`src/rtl/mdu_pkg.sv`:
```
package mdu_pkg;

  typedef enum logic [1:0] {
    OP_MULS = 2'd0,
    OP_MULU = 2'd1,
    OP_DIVS = 2'd2,
    OP_DIVU = 2'd3
  } mdu_op_t;

  // strobes from control to datapath
  typedef struct packed {
    logic load;
    logic step;
    logic finish;
  } mdu_strb_t;

  typedef struct packed {
    logic z;
    logic s;
    logic v;
    logic c;
  } mdu_flags_t;

endpackage

```
`src/rtl/mdu_ctrl.sv`:
```
module mdu_ctrl
  import mdu_pkg::*;
#(
  parameter int WIDTH = 32
) (
  input  logic      clk,
  input  logic      rstN,
  input  logic      start,
  input  logic      divByZero,
  output mdu_strb_t strb,
  output logic      done,
  output logic      divErr,
  output logic      busy
);

  localparam int CNT_W = $clog2(WIDTH);
  localparam logic [CNT_W-1:0] LAST_STEP = CNT_W'(WIDTH - 1);

  typedef enum logic [1:0] {S_IDLE, S_RUN, S_FIN} state_t;

  state_t          state;
  logic [CNT_W-1:0] stepCnt;
  logic            accept;

  assign accept      = (state == S_IDLE) && start && !divByZero;
  assign strb.load   = accept;
  assign strb.step   = (state == S_RUN);
  assign strb.finish = (state == S_FIN);
  assign busy        = (state != S_IDLE);

  always_ff @(posedge clk) begin
    if (!rstN) begin
      state   <= S_IDLE;
      stepCnt <= '0;
      done    <= 1'b0;
      divErr  <= 1'b0;
    end else begin
      done   <= strb.finish;
      divErr <= (state == S_IDLE) && start && divByZero;
      unique case (state)
        S_IDLE: begin
          stepCnt <= '0;
          if (accept) state <= S_RUN;
        end
        S_RUN: begin
          stepCnt <= stepCnt + 1'b1;
          if (stepCnt == LAST_STEP) state <= S_FIN;
        end
        default: state <= S_IDLE;
      endcase
    end
  end

endmodule

```
`src/rtl/mdu_datapath.sv`:
```
module mdu_datapath
  import mdu_pkg::*;
#(
  parameter int WIDTH = 32
) (
  input  logic             clk,
  input  logic             rstN,
  input  mdu_strb_t        strb,
  input  logic [1:0]       opSel,
  input  logic [WIDTH-1:0] opA,
  input  logic [WIDTH-1:0] opB,
  output logic             divByZero,
  output logic [WIDTH-1:0] resLo,
  output logic [WIDTH-1:0] resHi,
  output mdu_flags_t       flags
);

  localparam int W2 = 2 * WIDTH;
  localparam logic [WIDTH-1:0] MOST_NEG = {1'b1, {(WIDTH-1){1'b0}}};

  mdu_op_t          opReg;
  logic             negA, negB, ovfCase;
  logic [WIDTH-1:0] opnd;
  logic [W2-1:0]    acc;

  // operand capture
  logic             inSigned, inNegA, inNegB;
  logic [WIDTH-1:0] magA, magB;

  assign divByZero = opSel[1] && (opB == '0);
  assign inSigned  = !opSel[0];
  assign inNegA    = inSigned && opA[WIDTH-1];
  assign inNegB    = inSigned && opB[WIDTH-1];
  assign magA      = inNegA ? (~opA + 1'b1) : opA;
  assign magB      = inNegB ? (~opB + 1'b1) : opB;

  // one radix-2 step of each algorithm
  logic [WIDTH:0]   mulSum;
  logic [WIDTH:0]   divShift, divDiff;
  logic             qBit;
  logic [W2-1:0]    mulNext, divNext;

  assign mulSum  = {1'b0, acc[W2-1:WIDTH]} + (acc[0] ? {1'b0, opnd} : '0);
  assign mulNext = {mulSum, acc[WIDTH-1:1]};

  assign divShift = {acc[W2-1:WIDTH], acc[WIDTH-1]};
  assign divDiff  = divShift - {1'b0, opnd};
  assign qBit     = !divDiff[WIDTH];
  assign divNext  = {(qBit ? divDiff[WIDTH-1:0] : divShift[WIDTH-1:0]),
                     acc[WIDTH-2:0], qBit};

  // sign fix-up and flags for the finish cycle
  logic             isDiv, isSignedOp;
  logic [W2-1:0]    prodFix;
  logic [WIDTH-1:0] quoFix, remFix, finLo, finHi;
  mdu_flags_t       finFlags;

  assign isDiv      = opReg[1];
  assign isSignedOp = !opReg[0];
  assign prodFix    = (negA ^ negB) ? (~acc + 1'b1) : acc;
  assign quoFix     = (negA ^ negB) ? (~acc[WIDTH-1:0] + 1'b1) : acc[WIDTH-1:0];
  assign remFix     = negA ? (~acc[W2-1:WIDTH] + 1'b1) : acc[W2-1:WIDTH];
  assign finLo      = isDiv ? quoFix : prodFix[WIDTH-1:0];
  assign finHi      = isDiv ? remFix : prodFix[W2-1:WIDTH];

  always_comb begin
    finFlags.z = (finLo == '0);
    finFlags.s = finLo[WIDTH-1];
    finFlags.c = 1'b0;
    if (isDiv)           finFlags.v = ovfCase;
    else if (isSignedOp) finFlags.v = (finHi != {WIDTH{finLo[WIDTH-1]}});
    else                 finFlags.v = (finHi != '0);
  end

  always_ff @(posedge clk) begin
    if (!rstN) begin
      opReg   <= OP_MULS;
      negA    <= 1'b0;
      negB    <= 1'b0;
      ovfCase <= 1'b0;
      opnd    <= '0;
      acc     <= '0;
      resLo   <= '0;
      resHi   <= '0;
      flags   <= '0;
    end else begin
      if (strb.load) begin
        opReg   <= mdu_op_t'(opSel);
        negA    <= inNegA;
        negB    <= inNegB;
        ovfCase <= (opSel == OP_DIVS) && (opA == MOST_NEG) && (&opB);
        opnd    <= magB;
        acc     <= {{WIDTH{1'b0}}, magA};
      end else if (strb.step) begin
        acc <= isDiv ? divNext : mulNext;
      end
      if (strb.finish) begin
        resLo <= finLo;
        resHi <= finHi;
        flags <= finFlags;
      end
    end
  end

endmodule

```
`src/rtl/iter_muldiv.sv`:
```
module iter_muldiv
  import mdu_pkg::*;
#(
  parameter int WIDTH = 32
) (
  input  logic             clk,
  input  logic             rstN,
  input  logic             start,
  input  logic [1:0]       opSel,
  input  logic [WIDTH-1:0] opA,
  input  logic [WIDTH-1:0] opB,
  output logic [WIDTH-1:0] resLo,
  output logic [WIDTH-1:0] resHi,
  output logic             flagZ,
  output logic             flagS,
  output logic             flagV,
  output logic             flagC,
  output logic             done,
  output logic             divErr,
  output logic             busy
);

  mdu_strb_t  strb;
  mdu_flags_t flags;
  logic       divByZero;

  mdu_ctrl #(.WIDTH(WIDTH)) u_ctrl (
    .clk       (clk),
    .rstN      (rstN),
    .start     (start),
    .divByZero (divByZero),
    .strb      (strb),
    .done      (done),
    .divErr    (divErr),
    .busy      (busy)
  );

  mdu_datapath #(.WIDTH(WIDTH)) u_dp (
    .clk       (clk),
    .rstN      (rstN),
    .strb      (strb),
    .opSel     (opSel),
    .opA       (opA),
    .opB       (opB),
    .divByZero (divByZero),
    .resLo     (resLo),
    .resHi     (resHi),
    .flags     (flags)
  );

  assign flagZ = flags.z;
  assign flagS = flags.s;
  assign flagV = flags.v;
  assign flagC = flags.c;

endmodule

```
`config.mk`:
```
export PLATFORM = sky130hd
export DESIGN_NAME = iter_muldiv
export DESIGN_NICKNAME = d
export VERILOG_FILES = /design/src/rtl/mdu_pkg.sv /design/src/rtl/mdu_ctrl.sv /design/src/rtl/mdu_datapath.sv /design/src/rtl/iter_muldiv.sv
export SDC_FILE = /design/constraint.sdc
export NUM_CORES = 1
export LEC_CHECK = 0
export CAP_MARGIN = 15
export CORE_ASPECT_RATIO = 0.6
export CORE_MARGIN = 2
export CORE_UTILIZATION = 55
export CTS_BUF_LIST = sky130_fd_sc_hd__clkbuf_16
export DETAILED_ROUTE_END_ITERATION = 8
export PLACE_DENSITY = 0.77
export SYNTH_ARGS = -nofsm -noshare
export SYNTH_HDL_FRONTEND = slang
export SYNTH_SLANG_ARGS = --single-unit
```
`constraint.sdc`:
```
create_clock -name clk -period 8.8 [get_ports clk]
set_clock_uncertainty 0.1 [all_clocks]
set_input_delay 0.88 -clock clk [delete_from_list [all_inputs] [get_ports clk]]
set_output_delay 0.88 -clock clk [all_outputs]
set_load 0.01 [all_outputs]
```
# Word level (Yosys, flattened, before mapping)
# Cells that the tools add are included.
# word_totals
input_bits	69
register_bits	177
out_inout_bits	71
elab_cells	78
# classes
n_bitwise	7
reduce_logical	21
add_sub_neg	8
eq_ne	8
n_mux	18
# ops
cell	n
$mux 32	10
$add 32x1->32 const B	4
$mux 64	2
$not 32->32	4
$add 64x1->64 const B	1
$logic_not 32->1	2
$not 64->64	1
$add 32x32->33	1
$sub 33x32->33	1
$eq 32x32->1 const B	1
$ne 32x32->1	1
$reduce_and 32->1	1
$reduce_bool 32->1	1
$pmux 5 s2	1
$logic_and 1x1->1	8
$reduce_bool 2->1	3
$add 5x1->5 const B	1
$eq 5x5->1 const B	1
$eq 2x2->1 const B	2
$mux 2	2
$ne 2x1->1 const B	2
$pmux 2 s2	1
$logic_not 1->1	3
$eq 2x1->1 const B	1
6 further kinds	7

# Longest topological paths before layout
# logic_depth
ltp_word	7
ltp_mapped	15
ltp_nobuf	13

# Hierarchy
# From an unflattened synthesis, not the netlist that was laid out.
# unflattened
hier_cells	1967
area_unflattened_um2	14570.2
# by_module_without_submodules
mod	area_each_um2	n_inst	seq_area_each_um2	cells_each
mdu_datapath	14151.1	1	3343.2	1926
mdu_ctrl	419.2	1	180.2	41

# Least setup slack after synthesis
# OpenSTA, ideal clock, no wires.
# synth_path
kind	register to register
startpoint	register u_dp.acc[38]
endpoint	register u_dp.acc[41]
path_stages_with_launch	12
slack_ns	5.343
t_required_ns	8.630
period_less_slack_ns	3.457
setup_time_ns	0.070
arrival_time_ns	3.287
path_buffers	1
path_cell_list	dfxtp_1 > ha_1 > a2111oi_1 > a2111oi_2 > or4_1 > a31oi_2 > a21oi_4 > xor2_2 > buf_2 > nor2_1 > a211o_1 > a21oi_1
# synth_via
elab_chain_cells	3
word_cells_on_any_way	4
classes_between	2 x add/sub; 2 x mux
# synth_rtl
element	line	source
start, declared	mdu_datapath.sv:24	logic [W2-1:0] acc;
start signal, assigned	mdu_datapath.sv:93	acc <= {{WIDTH{1'b0}}, magA};
start signal, assigned	mdu_datapath.sv:95	acc <= isDiv ? divNext : mulNext;
$sub 33x32->33	mdu_datapath.sv:47	assign divDiff = divShift - {1'b0, opnd};
$mux 32	mdu_datapath.sv:49	assign divNext = {(qBit ? divDiff[WIDTH-1:0] : divShift[WIDTH-1:0]),
$mux 64 (*)	mdu_datapath.sv:95	
# Mark *: on every way between the ends. The rest lies on a longest branch, timed or not.
# A chain may end at the register's enable or synchronous reset.

# Worst setup path after layout
# layout_path
startpoint	register u_dp.acc[0]
endpoint	register u_dp.acc[61]
# layout_via
elab_chain_cells	3
# layout_rtl
element	line	source
$mux 32	mdu_datapath.sv:43	assign mulSum = {1'b0, acc[W2-1:WIDTH]} + (acc[0] ? {1'b0, opnd} : '0);
$add 32x32->33	mdu_datapath.sv:43	
$mux 64	mdu_datapath.sv:95	
# Every way passes these cells.

==> summary.md <==
| Metric | Value |
|---|---|
| Outcome | finished, final reports clean |
| Final TNS setup | 0 ns |
| DR vias | 16200 |
| Antenna Cells | 0 |
| RSZ-0062 raised after global routing | no |
| Avg WL per Cell | 21.1 um |
| DRT antenna net count | 0 |
| Vias/cell | 6.62 |
| Top cells by count, synth | 262 x nand2_1, 184 x nor2_1, 176 x dfxtp_1 |
| Total GRT Usage | 34.7% |
| Number of clock sinks | 176 |
| Clock slew at reported path FFs | 0.07 ns |
| CTS tree | built |
| Core Region | 27300 um2 |
| 1st-iter DRT viols | 2054 |
| Root Driver | clkbuf_16 |
| Initial Utilization | 55.6% |
| Drc violations | 0 |
| Total gr overflow | 0 |
| Layout cells sized above 1 | roughly 4.3% |
| Post-layout minimum cycle time | 4.86 ns |
| Largest cells by area after synthesis | dfxtp_1 23%, nand2_1 6.5%, ha_1 5.9% |
| Number of detailed-route iterations in the first pass | 8 |
| Post-synthesis sequential area ratio | between 20% and 30% |
| Mapped Avg Cell Area | 7.44 um2 |
| Worst path buffer plus inverter count | 2 |
| Number of synthesized register bits | 176 |
| Power, Total | roughly 2500 uW |
| Endpoint class of the critical path | flop |
| Leakage Power | 0.00737 uW |
| Cells after Synth | between 2000 and 2500 |
| Crit path required time | 9.00 ns |
| # Max-Cap Violations | 0 |
| CP arrival | slightly above 5 ns |
| DPL Wire Length | about 39000 um |
| Setup bufs post-CTS | 0 |
| Mapped cell area | 15200 um2 |
| Slowest stage delay, CP | 0.79 ns |
| Mapped Nets | 2187 |
| Number of global-route vias before repair | 14400 |
| Setup CP Type | flop to flop |
| Post-synthesis to final-layout area growth | 13.2% |
| PortBufs | 138 |
| Tightest Pin Transition | roughly 1.1 ns |
| Io pins | 140 |
| CP startpoint kind | flop |
| Worst-Skew Late Latency | approximately 0.45 ns |
| Largest net degree at the start of global routing | around 120 |
| Final hold violations | 0 |
| Final wirelength | 51700 um |
| Primary FF master, synth | dfxtp_1 |
| Final period util | 55.2% |
| Num CTS Buffers | 17 |
| Die width | between 200 and 250 um |
| Max-slew violation count | 0 |
| Synth cell types | 85 |
| Top-count cell post-synth | nand2_1 |
| DIE AREA | 29000 um2 |
| Maximum clock path buffer count | 2 |
| Placer Congestion | 0.962 |
| Fmax | 206 MHz |
| CTS H-tree depth | 4 |
| Post-synth EDFFs | 0 |
| Rows | between 40 and 50 |
| Synth area leader | dfxtp_1 |
| Worst VDD drop | 0.000106 V |
| HP Class | flop to flop |
| Layout net count | 2210 |
| Global-route wire length before repair | 79800 um |
| Synth warn | 0 |
| Share of the synthesized area in the top cell type | ~23% |
| Initial antenna violation count | 0 |
| Die H | 133 um |
| CP most frequent cell | o21ai_0 |
| Hold_buf cts | 0 |
| Max-slew headroom | a little under a quarter |
| Critical path's top delay family | compound AO/OA/AOI/OAI gates |
| PwrDens | 147 nW/um2 |
| Ys async rst share | 0% |
| CP max FO | 27 |
| Final setup vio count | 0 |
| CP cell instances | inv_1 -> buf_4 -> nor2_1 -> fa_1 -> a211o_1 -> o211ai_1 -> o21ai_0 -> o21ai_0 -> o21ai_0 -> a21oi_1 -> nand2b_1 -> o32ai_1 -> a211o_1 -> a211oi_1 |
| CP max stage cell | o21ai_0 |
| Post-cts resize count | 0 |
[through the flow]
stage	setup slack [ns]	hold WS, ns	cell area (um2)	std cells	util [%]
detailed placement	3.75	0.359	16600	2414	60.8
global placement	3.90	0.351	16600	2414	60.8
CTS	4.22	0.367	17200	2446	62.9
finish	3.94	0.366	17200	2447	62.9
global route	3.80	0.389	17200	2447	62.9
floorplan	5.34	0.337	15200	2044	-
[where the power goes]
part | leakage [uW] | switching [uW] | total (uW) | internal, uW
Clock | 0.000290 | 373 | 765 | 392
Sequential | 0.00144 | 86.9 | 919 | 832
Combinational | 0.00565 | 524 | 844 | 320
[path summary, 6_finish.rpt]
path | start | to | slack, ns | depth (start not counted)
max | u_dp.acc[0] | u_dp.acc[61] | 3.94 | 14
min | u_dp.opnd[31] | u_dp.opnd[31] | 0.37 | 2
max reg2reg | u_dp.acc[0] | u_dp.acc[61] | 3.94 | 14
min reg2reg | u_dp.opnd[31] | u_dp.opnd[31] | 0.37 | 2
[routing by layer]
layer  track usage (%)  wire length, um  vias up
li1                  -                -     7511
met1              52.7            23900     7615
met2              44.6            19300      988
met3              14.7             7810       77
met4              6.87              777        0
met5                 0                0        -
[worst reg2reg max path: stages (launching register included)]
cell      delay [ns]
dfxtp_1         0.39
inv_1           0.40
buf_4           0.42
nor2_1          0.15
fa_1            0.48
a211o_1         0.29
o211ai_1        0.14
o21ai_0         0.23
o21ai_0         0.79
o21ai_0         0.40
a21oi_1         0.29
nand2b_1        0.12
o32ai_1         0.30
a211o_1         0.19
a211oi_1        0.04
[cell usage in the layout (no fill, tap or decap), drive strengths merged, types with 11 or more instances in the layout]
| master | synthesis | routed |
|---|---|---|
| o21ai | 103 | 103 |
| nand2 | 262 | 262 |
| o22ai | 11 | 11 |
| xnor2 | 85 | 85 |
| buf | 27 | 20 |
| dfxtp | 176 | 176 |
| clkdlybuf4s50 | 0 | 137 |
| or4 | 11 | 11 |
| nor3b | 12 | 12 |
| a211oi | 20 | 20 |
| nor2 | 184 | 184 |
| mux2i | 37 | 37 |
| o211ai | 38 | 38 |
| nand2b | 21 | 21 |
| ha | 72 | 72 |
| o221ai | 13 | 13 |
| nand4 | 34 | 34 |
| clkbuf | 126 | 18 |
| a21boi | 17 | 17 |
| o31ai | 29 | 29 |
| xor2 | 73 | 73 |
| and2 | 16 | 16 |
| or3 | 26 | 26 |
| nor4 | 37 | 37 |
| o211a | 90 | 90 |
| mux2 | 11 | 11 |
| o21a | 14 | 14 |
| nand3 | 51 | 51 |
| nor3 | 56 | 56 |
| a21oi | 122 | 122 |
| nor2b | 20 | 20 |
| inv | 61 | 69 |
| a21o | 17 | 17 |
| a31oi | 19 | 19 |
| and3 | 32 | 32 |
[sequential cells by signal (all words and copies together) (netlist names)]
name / flops
u_ctrl.divErr: 1
u_ctrl.done: 1
u_ctrl.state: 2
u_ctrl.stepCnt: 5
u_dp.acc: 64
u_dp.flags: 3
u_dp.negA: 1
u_dp.negB: 1
u_dp.opReg: 2
u_dp.opnd: 32
u_dp.ovfCase: 1
u_dp.resHi: 32
u_dp.resLo: 31
[area by class of cell]
class,count,area (um2)
Clock inverter,14,134
Inverter,61,229
Multi-Input combinational cell,1654,10900
Tap cell,367,459
Timing Repair Buffer,157,1520
Fill cell,2463,10100
Clock buffer,18,450
Sequential cell,176,3530
[logic make-up after synthesis]
group | after synthesis | synth area share [%]
and+or+nand+nor | 792 | 25.4
AOI/OAI and AO/OA | 581 | 27.3
buffers and inverters | 214 | 5.51
DFF | 176 | 23.2
xor gates and xnor gates | 158 | 9.15
adders and majority gates | 74 | 6.19
muxes | 48 | 3.25
other | 1 | 0.0247
(Power assumes the default switching activity.)
